## config.mk

```make
export PLATFORM = sky130hd
export DESIGN_NAME = alu_issue_unit
export DESIGN_NICKNAME = d
export VERILOG_FILES = /design/src/rtl/alu_issue_pkg.sv /design/src/rtl/operand_fetch.sv /design/src/rtl/test_alu.sv /design/src/rtl/alu_issue_unit.sv
export SDC_FILE = /design/constraint.sdc
export NUM_CORES = 1
export LEC_CHECK = 0
export ABC_AREA = 1
export CAP_MARGIN = 25
export CORE_ASPECT_RATIO = 0.8
export CORE_UTILIZATION = 59
export CTS_CLUSTER_SIZE = 28
export DETAILED_ROUTE_END_ITERATION = 12
export PLACE_DENSITY = 0.82
export SLEW_MARGIN = 10
export SYNTH_ARGS = -nofsm -noshare
export SYNTH_HDL_FRONTEND = slang
export SYNTH_SLANG_ARGS = --single-unit
```

## constraint.sdc

```tcl
create_clock -name clk -period 6.38 [get_ports clk]
set_input_delay 1.276 -clock clk [delete_from_list [all_inputs] [get_ports clk]]
set_output_delay 1.276 -clock clk [all_outputs]
set_load 0.01 [all_outputs]
```

## src/rtl/alu_issue_pkg.sv

```systemverilog
package alu_issue_pkg;

  localparam int OPW = 4;

  localparam logic [OPW-1:0] OPC_ADD = 4'd0;
  localparam logic [OPW-1:0] OPC_MUL = 4'd1;
  localparam logic [OPW-1:0] OPC_SHR = 4'd2;

  typedef enum logic [1:0] {
    ST_IDLE,
    ST_FETCH,
    ST_EXEC,
    ST_WRITE
  } unit_state_t;

  // Extra cycles an operation spends in the ALU; 0 means combinational.
  function automatic logic [1:0] op_latency(input logic [OPW-1:0] op);
    case (op)
      OPC_ADD: op_latency = 2'd1;
      OPC_MUL: op_latency = 2'd2;
      OPC_SHR: op_latency = 2'd1;
      default: op_latency = 2'd0;
    endcase
  endfunction

endpackage

```

## src/rtl/operand_fetch.sv

```systemverilog
module operand_fetch #(
  parameter int W  = 16,
  parameter int CW = 8
) (
  input  logic          clk,
  input  logic          rst,
  input  logic          start,
  input  logic          skip,
  input  logic [W-1:0]  skip_val,
  input  logic          rd_valid,
  input  logic [W-1:0]  rd_data,
  output logic          req,
  output logic [W-1:0]  data,
  output logic          have,
  output logic [CW-1:0] cnt
);

  always_ff @(posedge clk) begin
    if (rst) begin
      req  <= 1'b0;
      have <= 1'b0;
      data <= '0;
      cnt  <= '0;
    end else if (start) begin
      req  <= !skip;
      have <= skip;
      data <= skip_val;
    end else if (req && rd_valid) begin
      req  <= 1'b0;
      have <= 1'b1;
      data <= rd_data;
      cnt  <= cnt + 1'b1;
    end
  end


  req_hold_chk: assert property (@(posedge clk) disable iff (rst)
    req && !rd_valid |=> req);


  data_keep_chk: assert property (@(posedge clk) disable iff (rst)
    have && !start |=> have && $stable(data));

endmodule

```

## src/rtl/test_alu.sv

```systemverilog
module test_alu
  import alu_issue_pkg::*;
#(
  parameter int W = 16
) (
  input  logic           clk,
  input  logic           rst,
  input  logic           in_valid,
  output logic           in_ready,
  input  logic [OPW-1:0] op,
  input  logic           inv,
  input  logic [W-1:0]   a,
  input  logic [W-1:0]   b,
  output logic           out_valid,
  input  logic           out_ready,
  output logic [W-1:0]   out_data
);

  localparam int SHW = $clog2(W);

  logic [W-1:0]   a_eff, calc;
  logic [2*W-1:0] prod;
  logic [1:0]     lat;
  logic           multi;
  logic           pend;
  logic [1:0]     wcnt;
  logic [W-1:0]   res_q;

  assign a_eff = inv ? ~a : a;
  assign prod  = a_eff * b;
  assign lat   = op_latency(op);
  assign multi = (lat != 2'd0);

  always_comb begin
    case (op)
      OPC_ADD: calc = a_eff + b;
      OPC_MUL: calc = prod[W-1:0];
      OPC_SHR: calc = a_eff >> b[SHW-1:0];
      default: calc = a_eff - b;
    endcase
  end

  always_ff @(posedge clk) begin
    if (rst) begin
      pend  <= 1'b0;
      wcnt  <= '0;
      res_q <= '0;
    end else if (in_valid && in_ready && multi) begin
      pend  <= 1'b1;
      wcnt  <= lat - 2'd1;
      res_q <= calc;
    end else if (pend) begin
      if (wcnt != 2'd0)  wcnt <= wcnt - 2'd1;
      else if (out_ready) pend <= 1'b0;
    end
  end

  assign in_ready  = !pend;
  assign out_valid = pend ? (wcnt == 2'd0) : (in_valid && !multi);
  assign out_data  = pend ? res_q : calc;


  alu_hold_chk: assert property (@(posedge clk) disable iff (rst)
    pend && out_valid && !out_ready |=> out_valid && $stable(out_data));

endmodule

```

## src/rtl/alu_issue_unit.sv

```systemverilog
module alu_issue_unit
  import alu_issue_pkg::*;
#(
  parameter int W  = 16,
  parameter int CW = 8
) (
  input  logic           clk,
  input  logic           rst,
  input  logic           issue_i,
  input  logic [OPW-1:0] op_i,
  input  logic           inv_a_i,
  input  logic           zero_a_i,
  input  logic           imm_ok_i,
  input  logic [W-1:0]   imm_i,
  output logic           busy_o,
  output logic           rda_req_o,
  input  logic           rda_valid_i,
  input  logic [W-1:0]   rda_data_i,
  output logic           rdb_req_o,
  input  logic           rdb_valid_i,
  input  logic [W-1:0]   rdb_data_i,
  output logic           wr_req_o,
  input  logic           wr_ack_i,
  output logic [W-1:0]   wr_data_o,
  output logic [CW-1:0]  cnt_a_o,
  output logic [CW-1:0]  cnt_b_o,
  output logic [CW-1:0]  cnt_w_o
);

  localparam int NPORT = 2;

  unit_state_t    state;
  logic [OPW-1:0] op_q;
  logic           inv_q;
  logic           start;

  logic           p_skip  [NPORT];
  logic [W-1:0]   p_sval  [NPORT];
  logic           p_valid [NPORT];
  logic [W-1:0]   p_rdata [NPORT];
  logic           p_req   [NPORT];
  logic [W-1:0]   p_data  [NPORT];
  logic           p_have  [NPORT];
  logic [CW-1:0]  p_cnt   [NPORT];

  logic           alu_in_valid, alu_in_ready, alu_out_valid, alu_out_ready;
  logic [W-1:0]   alu_out_data;
  logic           in_fire, out_fire;
  logic [CW-1:0]  wcnt_q;

  assign start = issue_i && (state == ST_IDLE);

  assign p_skip[0]  = zero_a_i;
  assign p_sval[0]  = '0;
  assign p_valid[0] = rda_valid_i;
  assign p_rdata[0] = rda_data_i;
  assign p_skip[1]  = imm_ok_i;
  assign p_sval[1]  = imm_i;
  assign p_valid[1] = rdb_valid_i;
  assign p_rdata[1] = rdb_data_i;

  for (genvar g = 0; g < NPORT; g++) begin : g_port
    operand_fetch #(.W(W), .CW(CW)) i_fetch (
      .clk      (clk),
      .rst      (rst),
      .start    (start),
      .skip     (p_skip[g]),
      .skip_val (p_sval[g]),
      .rd_valid (p_valid[g]),
      .rd_data  (p_rdata[g]),
      .req      (p_req[g]),
      .data     (p_data[g]),
      .have     (p_have[g]),
      .cnt      (p_cnt[g])
    );
  end

  assign alu_in_valid  = (state == ST_FETCH) && p_have[0] && p_have[1];
  assign alu_out_ready = (state == ST_FETCH) || (state == ST_EXEC);
  assign in_fire       = alu_in_valid && alu_in_ready;
  assign out_fire      = alu_out_valid && alu_out_ready;

  test_alu #(.W(W)) i_alu (
    .clk       (clk),
    .rst       (rst),
    .in_valid  (alu_in_valid),
    .in_ready  (alu_in_ready),
    .op        (op_q),
    .inv       (inv_q),
    .a         (p_data[0]),
    .b         (p_data[1]),
    .out_valid (alu_out_valid),
    .out_ready (alu_out_ready),
    .out_data  (alu_out_data)
  );

  always_ff @(posedge clk) begin
    if (rst) begin
      state     <= ST_IDLE;
      op_q      <= '0;
      inv_q     <= 1'b0;
      wr_req_o  <= 1'b0;
      wr_data_o <= '0;
      wcnt_q    <= '0;
    end else begin
      case (state)
        ST_IDLE: if (start) begin
          state <= ST_FETCH;
          op_q  <= op_i;
          inv_q <= inv_a_i;
        end
        ST_FETCH: if (in_fire) begin
          if (out_fire) begin
            state     <= ST_WRITE;
            wr_req_o  <= 1'b1;
            wr_data_o <= alu_out_data;
          end else begin
            state <= ST_EXEC;
          end
        end
        ST_EXEC: if (out_fire) begin
          state     <= ST_WRITE;
          wr_req_o  <= 1'b1;
          wr_data_o <= alu_out_data;
        end
        default: if (wr_ack_i) begin
          state    <= ST_IDLE;
          wr_req_o <= 1'b0;
          wcnt_q   <= wcnt_q + 1'b1;
        end
      endcase
    end
  end

  assign busy_o    = (state != ST_IDLE);
  assign rda_req_o = p_req[0];
  assign rdb_req_o = p_req[1];
  assign cnt_a_o   = p_cnt[0];
  assign cnt_b_o   = p_cnt[1];
  assign cnt_w_o   = wcnt_q;


  wr_hold_chk: assert property (@(posedge clk) disable iff (rst)
    wr_req_o && !wr_ack_i |=> wr_req_o && $stable(wr_data_o));


  busy_span_chk: assert property (@(posedge clk) disable iff (rst)
    busy_o && !(wr_req_o && wr_ack_i) |=> busy_o);


  idle_quiet_chk: assert property (@(posedge clk) disable iff (rst)
    !busy_o |-> !rda_req_o && !rdb_req_o && !wr_req_o);


  wcount_chk: assert property (@(posedge clk) disable iff (rst)
    !(wr_req_o && wr_ack_i) |=> $stable(cnt_w_o));

endmodule

```

==> results.cfg, run 1 <==
[grt]
grt.overflow.total = 0
antenna_found_initial = 0
grt_max_degree = 43
gr-usage-met3_pct = 8.64
met1_usage_pct = 49.7
grt_use_total_pct = 35.9
busiest_layer = met2
grt_pass1_wl_mm = 49.9
grt_util_met2_pct = 54.5
grt_pass1_vias = 9676

[sta]
slew_violations = 0
finClkSkew_ns = 0.0159
fmax_ghz = 0.166
whs_ns = 0.471
fin_crit_ns = 6.04
fin_crit_sh_pct = 94.6
slew-limit-headroom_pct = 33.2
worstMarginPinSlew_ns = 0.998
tns_ns = 0
setup_viol = 0
rsz0062_at_grt = false
hold_viol_final = 0
fin_ws_ns = 0.342

[finish]
nNetsFinal = 1824
drive_above_1_share_pct = 6.13
finish.utilization_pct = 71.1
n_antenna_cell = 0
area_delta_synth_final_pct = 15.6

[yosys]
ys_warn_count = 0
ys_ff_latch = 103
yosys.area_share.simple_pct = 25.7
ys_seq_area_share_pct = 19.9
synth_top_family_by_area = simple AND/OR/NAND/NOR gates
synthArstFlopShare_pct = 0
synth_compound_area_share_pct = 15.3
synth-xor-area-share_pct = 2.18
synth.area.mux_share_pct = 0
synth.net_count = 1738
syn-cell-area_um2 = 10400
yosysTopAreaCellShare_pct = 19.9
ys.flop_type = dfxtp_1
synthTopCellsByCount = nand2_1 (332), inv_1 (262), nor2_1 (158)
synthAdderAreaFrac_pct = 24.5
synth_area_per_cell_um2 = 6.81
synth.largest_area_cell = dfxtp_1
synthTopCellsByArea = dfxtp_1 (20%), fa_1 (16%), nand2_1 (12%), inv_1 (9.5%), ha_1 (8.8%)
synth_most_common_cell = nand2_1
syn_inst = 1523
yosysUniqueCellTypes = 52
synth_edf_count = 0

[route]
drt_iter0_drc = 843
ant_nets = 0
drt_first_pass_iters = 6
drc_errors = 0
wire_per_inst_um = 17.2
vias_per_cell = 5.65
via_count = 10400
wl_mm = 31.6

[clocking]
cts_sinks = 103
ctsHtreeMaxLevel = 3
clk_path_buf_depth = 2
clk_pin_slew_ns = 0.08
cts_hold_buf = 0
cts_tree = yes
root_buffer = clkbuf_16
clk_latency_ns = 0.36
numCtsBuffers = 9

[critical_path]
cp-end-kind = flip-flop
crit_required_ns = 6.62
critPathArrivalTime_ns = 6.28
critical_path_class = reg -> reg
crit_start = g_port[1].i_fetch.data[5]
r2r_slack_ns = 0.34
start_kind = flip-flop
endpoint = i_alu.res_q[11]
cp_max_fo = 7
reg2reg_to = i_alu.res_q[11]
r2r_cells = 22
r2r_start = g_port[1].i_fetch.data[5]

[floorplanning]
rows = 42
chipWidth_um = 150
io_pins = 105
die_area_um2 = 18100
initial_core_util_pct = 61.5
fp.coreArea_um2 = 16900
die_y_um = 121

[pwr]
p_leak_nw = 5.50
p_per_area_nw_per_um2 = 328
vdd_drop_max_mv = 0.173

[flow_run]
drv_cap = 0

[placement]
place_ws_ns = 0.329
place.gp.congestion = 0.993
dp_hpwl_mm = 25.7
io_buffers = 104

[min_path]
min-delay-path-class = reg -> reg

[run_status]
outcome = complete, no violations
## area by class of cell
class | instances | area [µm²]
clock buffers | 9 | 225
clock inverters | 7 | 96.3
fillers | 1453 | 4880
inverters | 272 | 1030
multi-input cells | 1089 | 7010
flip-flops and latches | 103 | 2060
well taps | 220 | 275
repair buffers | 134 | 1290
## report_power, final
| part | total (mW) | internal, mW | switching (mW) |
|---|---|---|---|
| Sequential | 0.766 | 0.692 | 0.0736 |
| Combinational | 2.56 | 0.854 | 1.71 |
| Clock | 0.599 | 0.317 | 0.282 |
## timing repair
item	CTS	global route
endpoints found under the setup margin	0	6
gates resized for setup	0	6
buffers inserted	0	4
## state kept, by name, indices dropped and copies added, names as in the netlist
name / count
g_port.i_fetch.cnt: 16
wr_req_o: 1
inv_q: 1
op_q: 4
g_port.i_fetch.req: 2
i_alu.wcnt: 2
i_alu.res_q: 16
g_port.i_fetch.data: 32
i_alu.pend: 1
state: 2
g_port.i_fetch.have: 2
cnt_w_o: 8
wr_data_o: 16
## layout by cell type, fill, tap and decap left out, drive strengths merged, types with 7 or more instances in the layout
cell type,count
nand2,355
inv,272
nor2,166
o21ai,121
a21oi,113
clkdlybuf4s50,104
dfxtp,103
fa,81
ha,73
nand3,55
buf,30
nor3,23
xor2,20
a31oi,19
clkbuf,9
a211oi,8
o221ai,7
## logic make-up after synthesis
group / after synthesis
AO/OA/AOI/OAI: 288
XOR/XNOR: 25
adder cells (fa/ha/maj): 154
buffers and inverters: 331
flip-flops: 103
AND/OR/NAND/NOR: 622
## routing by layer
layer  share of wire [%]  up-vias
met3                  11       82
li1                    -     4976
met1                  43     4782
met2                  43      525
met5                   0        -
met4                 3.4        0
## through the flow
| stage | area [µm²] | instances | total power, mW |
|---|---|---|---|
| floorplan | 10400 | 1523 | 2.48 |
| global placement | 11600 | 1813 | 3.22 |
| detailed placement | 11600 | 1813 | 3.24 |
| CTS | 11900 | 1829 | 3.85 |
| global route | 12000 | 1834 | 4.24 |
| finish | 12000 | 1834 | 3.93 |
## critical path, cell delays in order, from the launching register on
cell        delay (ns)
dfxtp_1           0.57
clkinvlp_4        0.30
buf_4             0.22
nor2_1            0.14
fa_1              0.46
fa_1              0.49
ha_1              0.23
fa_1              0.54
inv_1             0.05
fa_1              0.46
fa_1              0.55
inv_1             0.04
ha_1              0.33
a21oi_1           0.19
o21ai_0           0.15
a21oi_1           0.17
nor2_1            0.09
o21ai_0           0.15
nand2_1           0.08
o21ai_0           0.37
nand3_1           0.15
nand2_1           0.09
o21ai_0           0.09
## how the worst min path moves through the flow
stage	end	slack, ns	depth (start not counted)	start
3_5_place_dp	i_alu.wcnt[1]	0.46	2	i_alu.wcnt[1]
2_1_floorplan	i_alu.wcnt[1]	0.44	2	i_alu.wcnt[1]
5_1_grt	i_alu.res_q[0]	0.50	2	i_alu.res_q[0]
6_report	i_alu.wcnt[1]	0.47	2	i_alu.wcnt[1]
3_3_place_gp	i_alu.wcnt[1]	0.45	2	i_alu.wcnt[1]
4_1_cts	i_alu.wcnt[1]	0.47	2	i_alu.wcnt[1]
No activity file was read; power rests on OpenSTA's default activity.
==> run 2: changes to the inputs <==
CORE_UTILIZATION = 65   (was 59)
DONT_BUFFER_PORTS = 1   (was unset)
PLACE_DENSITY = 0.81   (was 0.82)
==> results.cfg, run 2 (same netlist as run 1, synthesis figures left out) <==
[sta]
finClkSkew_ns = 0.0163
fin_crit_ns = 6.05
fin_crit_sh_pct = 94.9
slew-limit-headroom_pct = 33.9
tns_ns = 0
worstMarginPinSlew_ns = 0.987
fin_ws_ns = 0.328
fmax_ghz = 0.165
setup_viol = 0
slew_violations = 0
hold_viol_final = 0

[clocking]
cts_hold_buf = 0
clk_path_buf_depth = 2
cts_sinks = 103
cts.repair.resized = 0
clk_pin_slew_ns = 0.08
root_buffer = clkbuf_16
ctsHtreeMaxLevel = 3
numCtsBuffers = 9
cts_tree = yes
clk_latency_ns = 0.37
cts_setup_buffers = 0

[critical_path]
r2r_start = inv_q
critPathArrivalTime_ns = 6.33
start_kind = flip-flop
cpLargestDelayFamily = adder cells
reg2reg_to = i_alu.res_q[15]
critical_path_buf_inv_count = 7
critPathMaxStageDelay_ns = 0.55
critical_path_class = reg -> reg
crit_path_frequent_cell = fa_1
cp-end-kind = flip-flop
crit_slowest_cell = fa_1
r2r_cells = 28
r2r_slack_ns = 0.33
crit_required_ns = 6.66
cp_max_fo = 12

[pwr]
vdd_drop_max_mv = 0.199
p_total_mw = 3.82
p_per_area_nw_per_um2 = 351
p_leak_nw = 5.08

[placement]
place_area_um2 = 10500
place.gp.congestion = 1.04
io_buffers = 0
dp_hpwl_mm = 23.4
place_ws_ns = 0.363

[route]
wire_per_inst_um = 17.3
drt_iter0_drc = 1085
drc_errors = 0
via_count = 9946
drt_first_pass_iters = 6
ant_nets = 0
vias_per_cell = 5.81
wl_mm = 29.6

[finish]
regMostFlops = g_port.i_fetch.data
final_cell_mix = nand2_1 (332), inv_1 (261), nor2_1 (158)
drive_above_1_share_pct = 6.13
fin_area_um2 = 10900
n_antenna_cell = 0
largest_reg_flops = 32
area_delta_synth_final_pct = 4.84
nNetsFinal = 1712
layout_commonest_cell = nand2_1

[grt]
antenna_found_initial = 0
grt_pass1_wl_mm = 47.2
grt_pass1_vias = 9376
grt_max_degree = 43
grt.overflow.total = 0
grt_use_total_pct = 37.8

[min_path]
hold_end = i_alu.wcnt[1]
min-delay-path-class = reg -> reg
holdCritStartpoint = i_alu.wcnt[1]
holdPathStages = 2

[floorplanning]
io_pins = 105
die_area_um2 = 16500
rows = 40
die_y_um = 115
initial_core_util_pct = 67.7
fp.coreArea_um2 = 15300
chipWidth_um = 143

[run_status]
outcome = complete, no violations

[flow_run]
drv_cap = 0
run 2: worst register-to-register path, delay by kind of cell, from the launching register on:
family                   cells  cell delay [ns]
AO/OA/AOI/OAI                4             0.63
adder cells (fa/ha/maj)      7             3.20
buffers and inverters        7             0.75
flip-flops                   1             0.39
AND/OR/NAND/NOR             10             0.98
run 2: routing by layer:
metal | GRT usage (%) | wire [µm] | vias up
li1 | - | - | 4755
met1 | 51.4 | 12600 | 4554
met2 | 57.4 | 12500 | 542
met3 | 9.12 | 3350 | 95
met4 | 16.1 | 1230 | 0
met5 | 0 | 0 | -
run 2: layout make-up:
class | count | area [µm²]
Timing Repair Buffer | 22 | 189
Sequential cell | 103 | 2060
Clock buffer | 9 | 225
Inverter | 272 | 1020
Fill cell | 1324 | 4450
Tap cell | 210 | 263
Multi-Input combinational cell | 1089 | 7020
Clock inverter | 7 | 90.1
run 2: worst max path at each step:
stage,start,to,slack [ns],cells after the start
6_report,inv_q,i_alu.res_q[15],0.33,28
5_1_grt,inv_q,wr_data_o[15],-0.02,27
4_1_cts,inv_q,i_alu.res_q[15],0.34,28
3_5_place_dp,inv_q,wr_data_o[14],0.36,27
3_3_place_gp,inv_q,wr_data_o[14],0.45,27
2_1_floorplan,g_port[1].i_fetch.data[2],wr_data_o[14],0.66,26
run 2: stage by stage:
stage	cells	hold WS [ns]	util [%]
after CTS	1711	0.469	70.7
after floorplan	1523	0.441	-
after detailed placement	1695	0.459	68.6
after global placement	1695	0.453	68.6
final	1712	0.473	71.0
after global routing	1712	0.500	71.0
run 2: report_power, final:
part | internal [mW] | switching, mW | total (mW)
sequential | 0.692 | 0.0713 | 0.763
combinational | 0.795 | 1.69 | 2.48
clock | 0.281 | 0.293 | 0.574
total | 1.77 | 2.05 | 3.82
==> run 3: changes to the inputs <==
GPL_ROUTABILITY_DRIVEN = 0   (was unset)
SLEW_MARGIN = 20   (was 10)
==> results.cfg, run 3 (same netlist as run 1, synthesis figures left out) <==
[critical_path]
crit_required_ns = 6.63
critical_path_class = reg -> reg
critPathArrivalTime_ns = 6.28
r2r_start = g_port[1].i_fetch.data[5]
crit_path_frequent_cell = fa_1
cpLargestDelayFamily = adder cells
cp_max_fo = 10
critPathMaxStageDelay_ns = 0.55
start_kind = flip-flop
crit_start = g_port[1].i_fetch.data[5]
crit_slowest_cell = dfxtp_1
critical_path_buf_inv_count = 5
cp-end-kind = flip-flop

[sta]
finClkSkew_ns = 0.0151
rsz0062_at_grt = false
tns_ns = 0
slew_violations = 0
worstMarginPinSlew_ns = 0.971
whs_ns = 0.477
fin_ws_ns = 0.351
setup_viol = 0
hold_viol_final = 0
fin_crit_ns = 6.03
fmax_ghz = 0.166
fin_crit_sh_pct = 94.5
slew-limit-headroom_pct = 35.1

[grt]
grt_util_met2_pct = 57.0
grt_pass1_vias = 9381
busiest_layer = met2
grt_use_total_pct = 36.9
met1_usage_pct = 48.9
gr-usage-met3_pct = 10.7
grt.overflow.total = 0
antenna_found_initial = 0
grt_max_degree = 43
grt_pass1_wl_mm = 46.5

[clocking]
clk_pin_slew_ns = 0.08
numCtsBuffers = 9
cts_hold_buf = 0
clk_path_buf_depth = 2
root_buffer = clkbuf_16
cts_setup_buffers = 0
cts.repair.resized = 0
cts_sinks = 103
ctsHtreeMaxLevel = 3
clk_latency_ns = 0.37
cts_tree = yes

[pwr]
p_per_area_nw_per_um2 = 349
vdd_drop_max_mv = 0.228
p_total_mw = 3.78
p_leak_nw = 5.05

[floorplanning]
initial_core_util_pct = 67.7
chipWidth_um = 143
fp.coreArea_um2 = 15300
rows = 40
die_y_um = 115
die_area_um2 = 16500
io_pins = 105

[route]
wire_per_inst_um = 16.9
vias_per_cell = 5.80
via_count = 9910
drc_errors = 0
drt_first_pass_iters = 5
wl_mm = 28.9
drt_iter0_drc = 1108
ant_nets = 0

[finish]
fin_area_um2 = 10800
finish.utilization_pct = 70.8
nNetsFinal = 1710
layout_commonest_cell = nand2_1
largest_reg_flops = 32
fin_cells = 1710
fillers = 1298
n_antenna_cell = 0
regMostFlops = g_port.i_fetch.data
final_cell_mix = nand2_1 (332), inv_1 (259), nor2_1 (158)
area_delta_synth_final_pct = 4.55
drive_above_1_share_pct = 6.13

[placement]
dp_cells = 1693
io_buffers = 0
place_ws_ns = 0.317
dp_hpwl_mm = 23.0
place_area_um2 = 10500

[min_path]
holdCritStartpoint = i_alu.res_q[9]
min-delay-path-class = reg -> reg

[flow_run]
drv_cap = 0

[run_status]
outcome = complete, no violations
-- run 3: path summary, 6_finish.rpt --
path	endpoint	slack, ns	cells after the start
worst max-delay path	wr_data_o[14]	0.35	25
worst min register to register	i_alu.res_q[9]	0.48	2
worst max register to register	wr_data_o[14]	0.35	25
worst min-delay path	i_alu.res_q[9]	0.48	2
-- run 3: worst min-delay path, delay by kind of cell, from the launching register on --
kind             cells  cell delay (ns)
and+or+nand+nor      2             0.12
DFF                  1             0.32
-- run 3: layout make-up --
cell class                 instances  area [µm²]  share of cell area [%]
tap                              210         263                    2.42
multi-input combinational       1089        7010                    64.7
clock buffer                       9         225                    2.08
timing repair buffer              20         158                    1.45
clock inverter                     7        86.3                   0.796
inverter                         272        1030                    9.51
sequential                       103        2060                    19.0
-- run 3: metal layers --
layer | share of wire [%] | up-vias
li1 | - | 4746
met1 | 42 | 4551
met2 | 43 | 537
met3 | 12 | 76
met4 | 3.0 | 0
met5 | 0 | -
-- run 3: power by group --
part / switching [mW] / internal (mW) / leakage (nW) / total [mW]
registers: 0.0742 / 0.692 / 0.835 / 0.766
logic: 1.66 / 0.788 / 4.07 / 2.45
clock network: 0.289 / 0.282 / 0.151 / 0.572
